<file path="src/rtl/nic_pkg.sv">
package nic_pkg;

    typedef enum logic [1:0] {
        ST_IDLE,
        ST_ENTRY,
        ST_ACTIVE,
        ST_CHAIN
    } nic_state_e;

    localparam int CFG_PULSE_BIT  = 7;
    localparam int CFG_ENABLE_BIT = 6;

endpackage

</file>
<file path="src/rtl/nic_cfg_regs.sv">
module nic_cfg_regs #(
    parameter int N_IRQ   = 8,
    parameter int PRIO_W  = 3,
    parameter int AW      = 4,
    parameter int SPLIT_W = 2
) (
    input  logic                         clk,
    input  logic                         rst_n,
    input  logic                         we,
    input  logic [AW-1:0]                addr,
    input  logic [7:0]                   wdata,
    output logic [7:0]                   rdata,
    output logic [N_IRQ-1:0][PRIO_W-1:0] prio,
    output logic [N_IRQ-1:0]             enable,
    output logic [N_IRQ-1:0]             pulse_mode,
    output logic [SPLIT_W-1:0]           split
);
    import nic_pkg::*;

    logic unused_wbits;
    assign unused_wbits = ^wdata[CFG_ENABLE_BIT-1:PRIO_W];

    always_ff @(posedge clk or negedge rst_n) begin
        if (!rst_n) begin
            prio       <= '0;
            enable     <= '0;
            pulse_mode <= '0;
            split      <= SPLIT_W'(PRIO_W);
        end else if (we) begin
            for (int i = 0; i < N_IRQ; i++) begin
                if (addr == AW'(i)) begin
                    prio[i]       <= wdata[PRIO_W-1:0];
                    enable[i]     <= wdata[CFG_ENABLE_BIT];
                    pulse_mode[i] <= wdata[CFG_PULSE_BIT];
                end
            end
            if (addr == AW'(N_IRQ)) begin
                if (wdata > 8'(PRIO_W))
                    split <= SPLIT_W'(PRIO_W);
                else
                    split <= wdata[SPLIT_W-1:0];
            end
        end
    end

    always_comb begin
        rdata = '0;
        for (int i = 0; i < N_IRQ; i++) begin
            if (addr == AW'(i)) begin
                rdata[PRIO_W-1:0]     = prio[i];
                rdata[CFG_ENABLE_BIT] = enable[i];
                rdata[CFG_PULSE_BIT]  = pulse_mode[i];
            end
        end
        if (addr == AW'(N_IRQ))
            rdata[SPLIT_W-1:0] = split;
    end

endmodule

</file>
<file path="src/rtl/nic_pending.sv">
module nic_pending #(
    parameter int N_IRQ = 8,
    parameter int IDX_W = 3
) (
    input  logic             clk,
    input  logic             rst_n,
    input  logic [N_IRQ-1:0] irq_in,
    input  logic [N_IRQ-1:0] enable,
    input  logic [N_IRQ-1:0] pulse_mode,
    input  logic [N_IRQ-1:0] act_mask,
    input  logic             ack,
    input  logic [IDX_W-1:0] ack_idx,
    output logic [N_IRQ-1:0] pend
);
    logic [N_IRQ-1:0] irq_q;
    logic [N_IRQ-1:0] latch_q;
    logic [N_IRQ-1:0] rise;

    assign rise = irq_in & ~irq_q;

    always_ff @(posedge clk or negedge rst_n) begin
        if (!rst_n) begin
            irq_q   <= '0;
            latch_q <= '0;
        end else begin
            irq_q <= irq_in;
            for (int i = 0; i < N_IRQ; i++) begin
                if (!pulse_mode[i])
                    latch_q[i] <= 1'b0;
                else if (rise[i] && enable[i])
                    latch_q[i] <= 1'b1;
                else if (ack && ack_idx == IDX_W'(i))
                    latch_q[i] <= 1'b0;
            end
        end
    end

    for (genvar g = 0; g < N_IRQ; g++) begin : g_line
        assign pend[g] = enable[g] &
                         (pulse_mode[g] ? latch_q[g] : (irq_in[g] & ~act_mask[g]));
    end

endmodule

</file>
<file path="src/rtl/nic_arbiter.sv">
module nic_arbiter #(
    parameter int N_IRQ   = 8,
    parameter int PRIO_W  = 3,
    parameter int SPLIT_W = 2,
    parameter int IDX_W   = 3
) (
    input  logic [N_IRQ-1:0]             req,
    input  logic [N_IRQ-1:0][PRIO_W-1:0] prio,
    input  logic [SPLIT_W-1:0]           split,
    input  logic [PRIO_W:0]              thr_grp,
    output logic                         win_valid,
    output logic [IDX_W-1:0]             win_idx,
    output logic [PRIO_W-1:0]            win_grp
);
    logic [SPLIT_W-1:0]           shamt;
    logic [N_IRQ-1:0][PRIO_W-1:0] grp_v;
    logic [N_IRQ-1:0]             elig;
    logic [PRIO_W-1:0]            best;

    assign shamt = SPLIT_W'(PRIO_W) - split;

    for (genvar g = 0; g < N_IRQ; g++) begin : g_grp
        assign grp_v[g] = prio[g] >> shamt;
        assign elig[g]  = req[g] && ({1'b0, grp_v[g]} < thr_grp);
    end

    always_comb begin
        win_valid = 1'b0;
        win_idx   = '0;
        best      = '0;
        for (int i = 0; i < N_IRQ; i++) begin
            if (elig[i] && (!win_valid || prio[i] < best)) begin
                win_valid = 1'b1;
                win_idx   = IDX_W'(i);
                best      = prio[i];
            end
        end
    end

    assign win_grp = grp_v[win_idx];

endmodule

</file>
<file path="src/rtl/nic_stack.sv">
module nic_stack #(
    parameter int N_IRQ  = 8,
    parameter int DEPTH  = 8,
    parameter int PRIO_W = 3,
    parameter int IDX_W  = 3,
    parameter int DW     = 4
) (
    input  logic              clk,
    input  logic              rst_n,
    input  logic              push,
    input  logic [IDX_W-1:0]  push_idx,
    input  logic [PRIO_W-1:0] push_grp,
    input  logic              pop,
    output logic [IDX_W-1:0]  top_idx,
    output logic [PRIO_W-1:0] top_grp,
    output logic [PRIO_W-1:0] prev_grp,
    output logic [DW-1:0]     depth,
    output logic [N_IRQ-1:0]  act_mask
);
    localparam int PW = (DEPTH > 1) ? $clog2(DEPTH) : 1;

    logic [IDX_W-1:0]  idx_mem [DEPTH];
    logic [PRIO_W-1:0] grp_mem [DEPTH];
    logic [PW-1:0]     wr_ptr;
    logic [PW-1:0]     top_ptr;
    logic [PW-1:0]     prev_ptr;

    assign wr_ptr   = PW'(depth);
    assign top_ptr  = PW'(depth - 1'b1);
    assign prev_ptr = PW'(depth - 2'd2);

    always_ff @(posedge clk or negedge rst_n) begin
        if (!rst_n) begin
            depth    <= '0;
            act_mask <= '0;
            for (int i = 0; i < DEPTH; i++) begin
                idx_mem[i] <= '0;
                grp_mem[i] <= '0;
            end
        end else if (push && depth < DW'(DEPTH)) begin
            idx_mem[wr_ptr]    <= push_idx;
            grp_mem[wr_ptr]    <= push_grp;
            depth              <= depth + 1'b1;
            act_mask[push_idx] <= 1'b1;
        end else if (pop && depth != '0) begin
            depth                       <= depth - 1'b1;
            act_mask[idx_mem[top_ptr]]  <= 1'b0;
        end
    end

    assign top_idx  = (depth != '0)     ? idx_mem[top_ptr]  : '0;
    assign top_grp  = (depth != '0)     ? grp_mem[top_ptr]  : '0;
    assign prev_grp = (depth >= DW'(2)) ? grp_mem[prev_ptr] : '0;

endmodule

</file>
<file path="src/rtl/nest_irq_ctrl.sv">
module nest_irq_ctrl #(
    parameter int N_IRQ        = 8,
    parameter int PRIO_W       = 3,
    parameter int ENTRY_CYCLES = 12,
    parameter int CHAIN_CYCLES = 6
) (
    input  logic                         clk,
    input  logic                         rst_n,
    input  logic [N_IRQ-1:0]             irq_in,
    input  logic                         cfg_we,
    input  logic [$clog2(N_IRQ+1)-1:0]   cfg_addr,
    input  logic [7:0]                   cfg_wdata,
    output logic [7:0]                   cfg_rdata,
    output logic                         exc_req,
    output logic                         exc_chain,
    output logic [$clog2(N_IRQ)-1:0]     exc_vec,
    input  logic                         exc_return,
    output logic                         hdl_start,
    output logic                         act_valid,
    output logic [$clog2(N_IRQ)-1:0]     act_vec,
    output logic [$clog2((1<<PRIO_W)+1)-1:0] nest_depth
);
    import nic_pkg::*;

    localparam int IDX_W   = $clog2(N_IRQ);
    localparam int AW      = $clog2(N_IRQ + 1);
    localparam int SPLIT_W = $clog2(PRIO_W + 1);
    localparam int DEPTH   = 1 << PRIO_W;
    localparam int DW      = $clog2(DEPTH + 1);
    localparam int MAX_CYC = (ENTRY_CYCLES > CHAIN_CYCLES) ? ENTRY_CYCLES : CHAIN_CYCLES;
    localparam int CNT_W   = (MAX_CYC > 1) ? $clog2(MAX_CYC) : 1;
    localparam logic [PRIO_W:0] GRP_NONE = {1'b1, {PRIO_W{1'b0}}};

    nic_state_e state_q, state_d;

    logic [N_IRQ-1:0][PRIO_W-1:0] prio;
    logic [N_IRQ-1:0]             enable;
    logic [N_IRQ-1:0]             pulse_mode;
    logic [SPLIT_W-1:0]           split;
    logic [N_IRQ-1:0]             pend;
    logic [N_IRQ-1:0]             act_mask;
    logic [N_IRQ-1:0]             ret_clear;
    logic [PRIO_W:0]              thr_grp;
    logic                         win_valid;
    logic [IDX_W-1:0]             win_idx;
    logic [PRIO_W-1:0]            win_grp;
    logic [IDX_W-1:0]             top_idx;
    logic [PRIO_W-1:0]            top_grp;
    logic [PRIO_W-1:0]            prev_grp;
    logic [DW-1:0]                depth;
    logic [CNT_W-1:0]             cnt_q;
    logic [IDX_W-1:0]             cand_q;
    logic [PRIO_W-1:0]            cand_grp_q;
    logic                         ret_now;
    logic                         done;

    assign ret_now = (state_q == ST_ACTIVE) && exc_return;
    assign done    = ((state_q == ST_ENTRY) || (state_q == ST_CHAIN)) && (cnt_q == '0);

    always_comb begin
        for (int i = 0; i < N_IRQ; i++)
            ret_clear[i] = ret_now && (top_idx == IDX_W'(i));
    end

    always_comb begin
        if (ret_now)
            thr_grp = (depth >= DW'(2)) ? {1'b0, prev_grp} : GRP_NONE;
        else
            thr_grp = (depth != '0) ? {1'b0, top_grp} : GRP_NONE;
    end

    nic_cfg_regs #(
        .N_IRQ(N_IRQ), .PRIO_W(PRIO_W), .AW(AW), .SPLIT_W(SPLIT_W)
    ) u_cfg (
        .clk(clk), .rst_n(rst_n), .we(cfg_we), .addr(cfg_addr),
        .wdata(cfg_wdata), .rdata(cfg_rdata), .prio(prio),
        .enable(enable), .pulse_mode(pulse_mode), .split(split)
    );

    nic_pending #(
        .N_IRQ(N_IRQ), .IDX_W(IDX_W)
    ) u_pend (
        .clk(clk), .rst_n(rst_n), .irq_in(irq_in), .enable(enable),
        .pulse_mode(pulse_mode), .act_mask(act_mask & ~ret_clear),
        .ack(done), .ack_idx(cand_q), .pend(pend)
    );

    nic_arbiter #(
        .N_IRQ(N_IRQ), .PRIO_W(PRIO_W), .SPLIT_W(SPLIT_W), .IDX_W(IDX_W)
    ) u_arb (
        .req(pend), .prio(prio), .split(split), .thr_grp(thr_grp),
        .win_valid(win_valid), .win_idx(win_idx), .win_grp(win_grp)
    );

    nic_stack #(
        .N_IRQ(N_IRQ), .DEPTH(DEPTH), .PRIO_W(PRIO_W), .IDX_W(IDX_W), .DW(DW)
    ) u_stack (
        .clk(clk), .rst_n(rst_n), .push(done), .push_idx(cand_q),
        .push_grp(cand_grp_q), .pop(ret_now), .top_idx(top_idx),
        .top_grp(top_grp), .prev_grp(prev_grp), .depth(depth),
        .act_mask(act_mask)
    );

    always_comb begin
        state_d = state_q;
        unique case (state_q)
            ST_IDLE:   if (win_valid) state_d = ST_ENTRY;
            ST_ENTRY:  if (cnt_q == '0) state_d = ST_ACTIVE;
            ST_ACTIVE: begin
                if (exc_return) begin
                    if (win_valid)            state_d = ST_CHAIN;
                    else if (depth > DW'(1))  state_d = ST_ACTIVE;
                    else                      state_d = ST_IDLE;
                end else if (win_valid) begin
                    state_d = ST_ENTRY;
                end
            end
            ST_CHAIN:  if (cnt_q == '0) state_d = ST_ACTIVE;
            default:   state_d = ST_IDLE;
        endcase
    end

    always_ff @(posedge clk or negedge rst_n) begin
        if (!rst_n) state_q <= ST_IDLE;
        else        state_q <= state_d;
    end

    always_ff @(posedge clk or negedge rst_n) begin
        if (!rst_n) begin
            cnt_q      <= '0;
            cand_q     <= '0;
            cand_grp_q <= '0;
        end else begin
            if (state_d == ST_ENTRY && state_q != ST_ENTRY)
                cnt_q <= CNT_W'(ENTRY_CYCLES - 1);
            else if (state_d == ST_CHAIN && state_q != ST_CHAIN)
                cnt_q <= CNT_W'(CHAIN_CYCLES - 1);
            else if (cnt_q != '0)
                cnt_q <= cnt_q - 1'b1;
            if (win_valid && (state_d == ST_ENTRY || state_d == ST_CHAIN)) begin
                cand_q     <= win_idx;
                cand_grp_q <= win_grp;
            end
        end
    end

    always_ff @(posedge clk or negedge rst_n) begin
        if (!rst_n) hdl_start <= 1'b0;
        else        hdl_start <= done;
    end

    always_comb begin
        exc_req    = (state_q == ST_ENTRY) || (state_q == ST_CHAIN);
        exc_chain  = (state_q == ST_CHAIN);
        exc_vec    = cand_q;
        act_valid  = (depth != '0);
        act_vec    = top_idx;
        nest_depth = depth;
    end

endmodule

</file>
<file path="config.mk">
export PLATFORM = sky130hd
export DESIGN_NAME = nest_irq_ctrl
export DESIGN_NICKNAME = d
export VERILOG_FILES = /design/src/rtl/nic_pkg.sv /design/src/rtl/nic_cfg_regs.sv /design/src/rtl/nic_pending.sv /design/src/rtl/nic_arbiter.sv /design/src/rtl/nic_stack.sv /design/src/rtl/nest_irq_ctrl.sv
export SDC_FILE = /design/constraint.sdc
export NUM_CORES = 1
export LEC_CHECK = 0
export BUFFER_PORTS_ARGS = -buffer_cell sky130_fd_sc_hd__buf_2
export CAP_MARGIN = 10
export CORE_UTILIZATION = 60
export DETAILED_ROUTE_END_ITERATION = 6
export PLACE_DENSITY = 0.78
export SETUP_SLACK_MARGIN = 0.4
export SLEW_MARGIN = 20
export SYNTH_ARGS = -nofsm -noshare
export SYNTH_HDL_FRONTEND = slang
export SYNTH_SLANG_ARGS = --single-unit
</file>
<file path="constraint.sdc">
create_clock -name clk -period 21.7 [get_ports clk]
set_input_delay 3.255 -clock clk [delete_from_list [all_inputs] [get_ports clk]]
set_output_delay 3.255 -clock clk [all_outputs]
set_load 0.01 [all_outputs]
</file>
==> insert_results.sql <==
INSERT INTO impl_metrics (metric_group, metric, value, unit) VALUES
('floorplanning', 'fp-row-count', '43', ''),
('detailed_routing', 'route.detailed.vias_per_inst', '6.59', ''),
('cts', 'source_to_sink_clock_delay_at_the_later_pin_of_the_worst_skew_pair', '0.43', 'ns'),
('placement', 'io_port_bufs', '42', ''),
('detailed_routing', 'post_drt_wl_per_cell', '21.8', 'um'),
('cts', 'clkTransAtPathRegs', '0.06', 'ns'),
('timing', 'fin_crit_sh', '0.725', ''),
('worst_setup_path', 'timing.critical_path.max_delay_family', 'compound AO/OA/AOI/OAI gates', ''),
('worst_setup_path', 'critical-path-max-stage-delay', '0.70', 'ns'),
('cells_and_area', 'areaGrowthSynthToFinish', '10.1', '%'),
('worst_setup_path', 'critPathCaptureType', 'register', ''),
('synth', 'synth.cell_area', '8730', 'um2'),
('cts', 'cts.hold.buffers_added', '0', ''),
('power_and_ir_drop', 'power.switching_fraction', '0.407', ''),
('cells_and_area', 'antennaDiodeCount', '0', ''),
('timing', 'timing_max_transition_violations_final', '0', ''),
('synth', 'synth_cells', '839', ''),
('grt', 'grt_first_pass_wirelength', '37.3', 'mm'),
('grt', 'grt_max_degree', '78', ''),
('cts', 'clock_sink_count', '131', ''),
('power_and_ir_drop', 'power_frac_clock', '0.240', ''),
('synth', 'synthFlopType', 'sky130_fd_sc_hd__dfrtp_1', ''),
('cells_and_area', 'fillers', '1049', ''),
('floorplanning', 'total_die_area', '15000', 'um2'),
('power_and_ir_drop', 'power_frac_comb', '0.421', ''),
('power_and_ir_drop', 'power.net_switching', '0.000486', 'W'),
('cts', 'cts_repair_resize_count', '0', ''),
('worst_setup_path', 'critical_path_data_arrival_time', '16.03', 'ns'),
('grt', 'grt_pass1_vias', '6994', ''),
('synth', 'async_flop_share', '1.00', ''),
('synth', 'synth_cell_types', '88', ''),
('floorplanning', 'initial_utilization', '0.622', ''),
('status', 'outcome', 'finished, final reports clean', ''),
('placement', 'finalWeightedCongestion', '0.972', ''),
('synth', 'synth.avg_cell_area', '10.4', 'um2'),
('worst_setup_path', 'data_required_time_of_the_worst_path', '22.00', 'ns'),
('detailed_routing', 'drt.antenna.violating_nets', '0', ''),
('timing', 'max_slew_margin', '0.279', ''),
('power_and_ir_drop', 'internal-power', '0.000707', 'W'),
('grt', 'grt_use_total', '0.331', ''),
('timing', 'finalHoldViolCount', '0', ''),
('power_and_ir_drop', 'power.ir.vdd_worst', '90.1', 'uV'),
('cts', 'clk_root_buffer_cell', 'sky130_fd_sc_hd__clkbuf_16', ''),
('grt', 'grt_overflow_total', '0', ''),
('synth', 'yosys_warnings', '0', ''),
('worst_setup_path', 'timing.critical_path.slowest_stage_cell', 'sky130_fd_sc_hd__a311oi_4', ''),
('timing', 'worstMarginPinSlew', '1.08', 'ns'),
('timing', 'setup_tns', '0', 'ns'),
('power_and_ir_drop', 'power_density', '124', 'nW/um2'),
('detailed_routing', 'postRouteWirelength', '23.2', 'mm'),
('cts', 'cts.htree.levels', '4', ''),
('detailed_routing', 'detailedRoute.firstIterationViolations', '435', ''),
('synth', 'synth.yosys.seq_area_share', '0.376', ''),
('job', 'drv.max_cap_violation_count', '0', ''),
('synth', 'postSynthRegisterBits', '131', ''),
('cells_and_area', 'layout_common_cells', 'sky130_fd_sc_hd__dfrtp_1, sky130_fd_sc_hd__mux2_2, sky130_fd_sc_hd__nand2_1', ''),
('cts', 'clock_tree.buffer_depth', '2', ''),
('timing', 'unrepaired_setup_endpoints_after_global_routing', 'false', ''),
('cts', 'tritoncts.num_buffers', '17', ''),
('cells_and_area', 'post_route_design_area', '9610', 'um2'),
('power_and_ir_drop', 'seqPwrFrac', '0.339', ''),
('detailed_routing', 'num_vias', '7001', ''),
('worst_setup_path', 'worstPathBufferInverterCount', '5', ''),
('worst_setup_path', 'crit_type', 'in2reg', ''),
('placement', 'dpl_cell_area', '9030', 'um2'),
('floorplanning', 'die_w', '123', 'um'),
('floorplanning', 'num_io_pins', '46', ''),
('worst_setup_path', 'critical_path.most_common_cell', 'sky130_fd_sc_hd__ha_1', ''),
('detailed_routing', 'post-route-drc-count', '0', ''),
('worst_setup_path', 'worst_setup_start_kind', 'primary input', ''),
('timing', 'setup_viol_count_final', '0', '');
final timing paths:
check | start | endpoint | slack [ns] | cells after the start
setup reg to reg | u_stack.depth[1] | cand_grp_q[2] | 6.72 | 57
max in group asynchronous | rst_n | cand_grp_q[2] | 17.37 | 2
min in group asynchronous | rst_n | u_pend.latch_q[7] | 2.87 | 1
setup / recovery | exc_return | cand_grp_q[2] | 5.97 | 56
hold reg to reg | u_stack.idx_mem[11] | u_stack.idx_mem[11] | 0.50 | 1
hold / removal | u_stack.idx_mem[11] | u_stack.idx_mem[11] | 0.50 | 1
synth_stat cells (16+ instances only):
| master | instances | area share |
|---|---|---|
| sky130_fd_sc_hd__a21oi_1 | 32 | 0.018 |
| sky130_fd_sc_hd__ha_1 | 39 | 0.056 |
| sky130_fd_sc_hd__nor2b_1 | 20 | 0.014 |
| sky130_fd_sc_hd__o21ai_0 | 58 | 0.033 |
| sky130_fd_sc_hd__nand2_1 | 70 | 0.030 |
| sky130_fd_sc_hd__mux2i_1 | 50 | 0.057 |
| sky130_fd_sc_hd__mux2_2 | 92 | 0.12 |
| sky130_fd_sc_hd__nor2_1 | 51 | 0.022 |
| sky130_fd_sc_hd__inv_1 | 32 | 0.014 |
| sky130_fd_sc_hd__mux4_2 | 16 | 0.041 |
| sky130_fd_sc_hd__dfrtp_1 | 129 | 0.37 |
| sky130_fd_sc_hd__clkbuf_1 | 24 | 0.010 |
cells by family (layout without fill, tap and decap cells):
group	count (synthesis)	after routing	share of synthesized area
AO/OA/AOI/OAI	199	199	0.163
XOR/XNOR	3	3	0.00516
adder cells (fa/ha/maj)	39	39	0.0559
buffers and inverters	71	112	0.0357
flip-flops	131	131	0.376
multiplexers	164	164	0.229
other	1	3	0.000430
AND/OR/NAND/NOR	231	231	0.135
layout make-up:
class,count,area (um2),area share
timing repair buffer,47,250,0.0260
tap,180,225,0.0234
multi-input combinational,639,5150,0.535
inverter,33,124,0.0129
sequential,131,3280,0.341
clock buffer,20,457,0.0475
clock inverter,12,130,0.0135
worst register-to-register path: cells and delay by family (launching register included):
kind	cells	cell delay, ns
mux	7	2.44
compound gates	26	6.41
flops	1	0.75
buf+inv	5	0.54
fa+ha+maj	9	3.27
simple gates	10	1.43
per-stage QoR:
| step | setup slack, ns | utilization | hold slack [ns] | power (W) | instances |
|---|---|---|---|---|---|
| final | 5.97 | 0.685 | 0.505 | 0.00119 | 1062 |
| after global routing | 4.90 | 0.685 | 0.516 | 0.00126 | 1062 |
| after CTS | 6.09 | 0.685 | 0.505 | 0.00118 | 1062 |
| after detailed placement | 5.63 | 0.643 | 0.492 | 0.000892 | 1030 |
| after global placement | 6.26 | 0.643 | 0.475 | 0.000874 | 1030 |
| after floorplan | 7.31 | - | 0.458 | 0.000757 | 841 |
routing by layer:
layer / wire length, um / track usage / vias up / part of all wire
met2: 11100 / 0.542 / 311 / 0.48
met1: 9970 / 0.425 / 3467 / 0.43
met4: 644 / 0.151 / 0 / 0.028
met3: 1440 / 0.0627 / 40 / 0.062
li1: - / - / 3183 / -
met5: 0 / 0 / - / 0
power groups by stage:
stage	logic, W	registers (W)	clock network (W)
3_3_place_gp	0.000477	0.000397	0
3_5_place_dp	0.000489	0.000403	0
6_report	0.000502	0.000404	0.000287
2_1_floorplan	0.000401	0.000356	0
4_1_cts	0.000496	0.000400	0.000288
5_1_grt	0.000548	0.000413	0.000299
flip-flops by register name, indices dropped and copies added, names as in the netlist:
register,flops
cand_grp_q,3
cnt_q,4
exc_vec,3
hdl_start,1
state_q,2
u_cfg.enable,8
u_cfg.prio,24
u_cfg.pulse_mode,8
u_cfg.split,2
u_pend.irq_q,8
u_pend.latch_q,8
u_stack.act_mask,8
u_stack.depth,4
u_stack.grp_mem,24
u_stack.idx_mem,24
No activity file was read; power rests on OpenSTA's default activity.
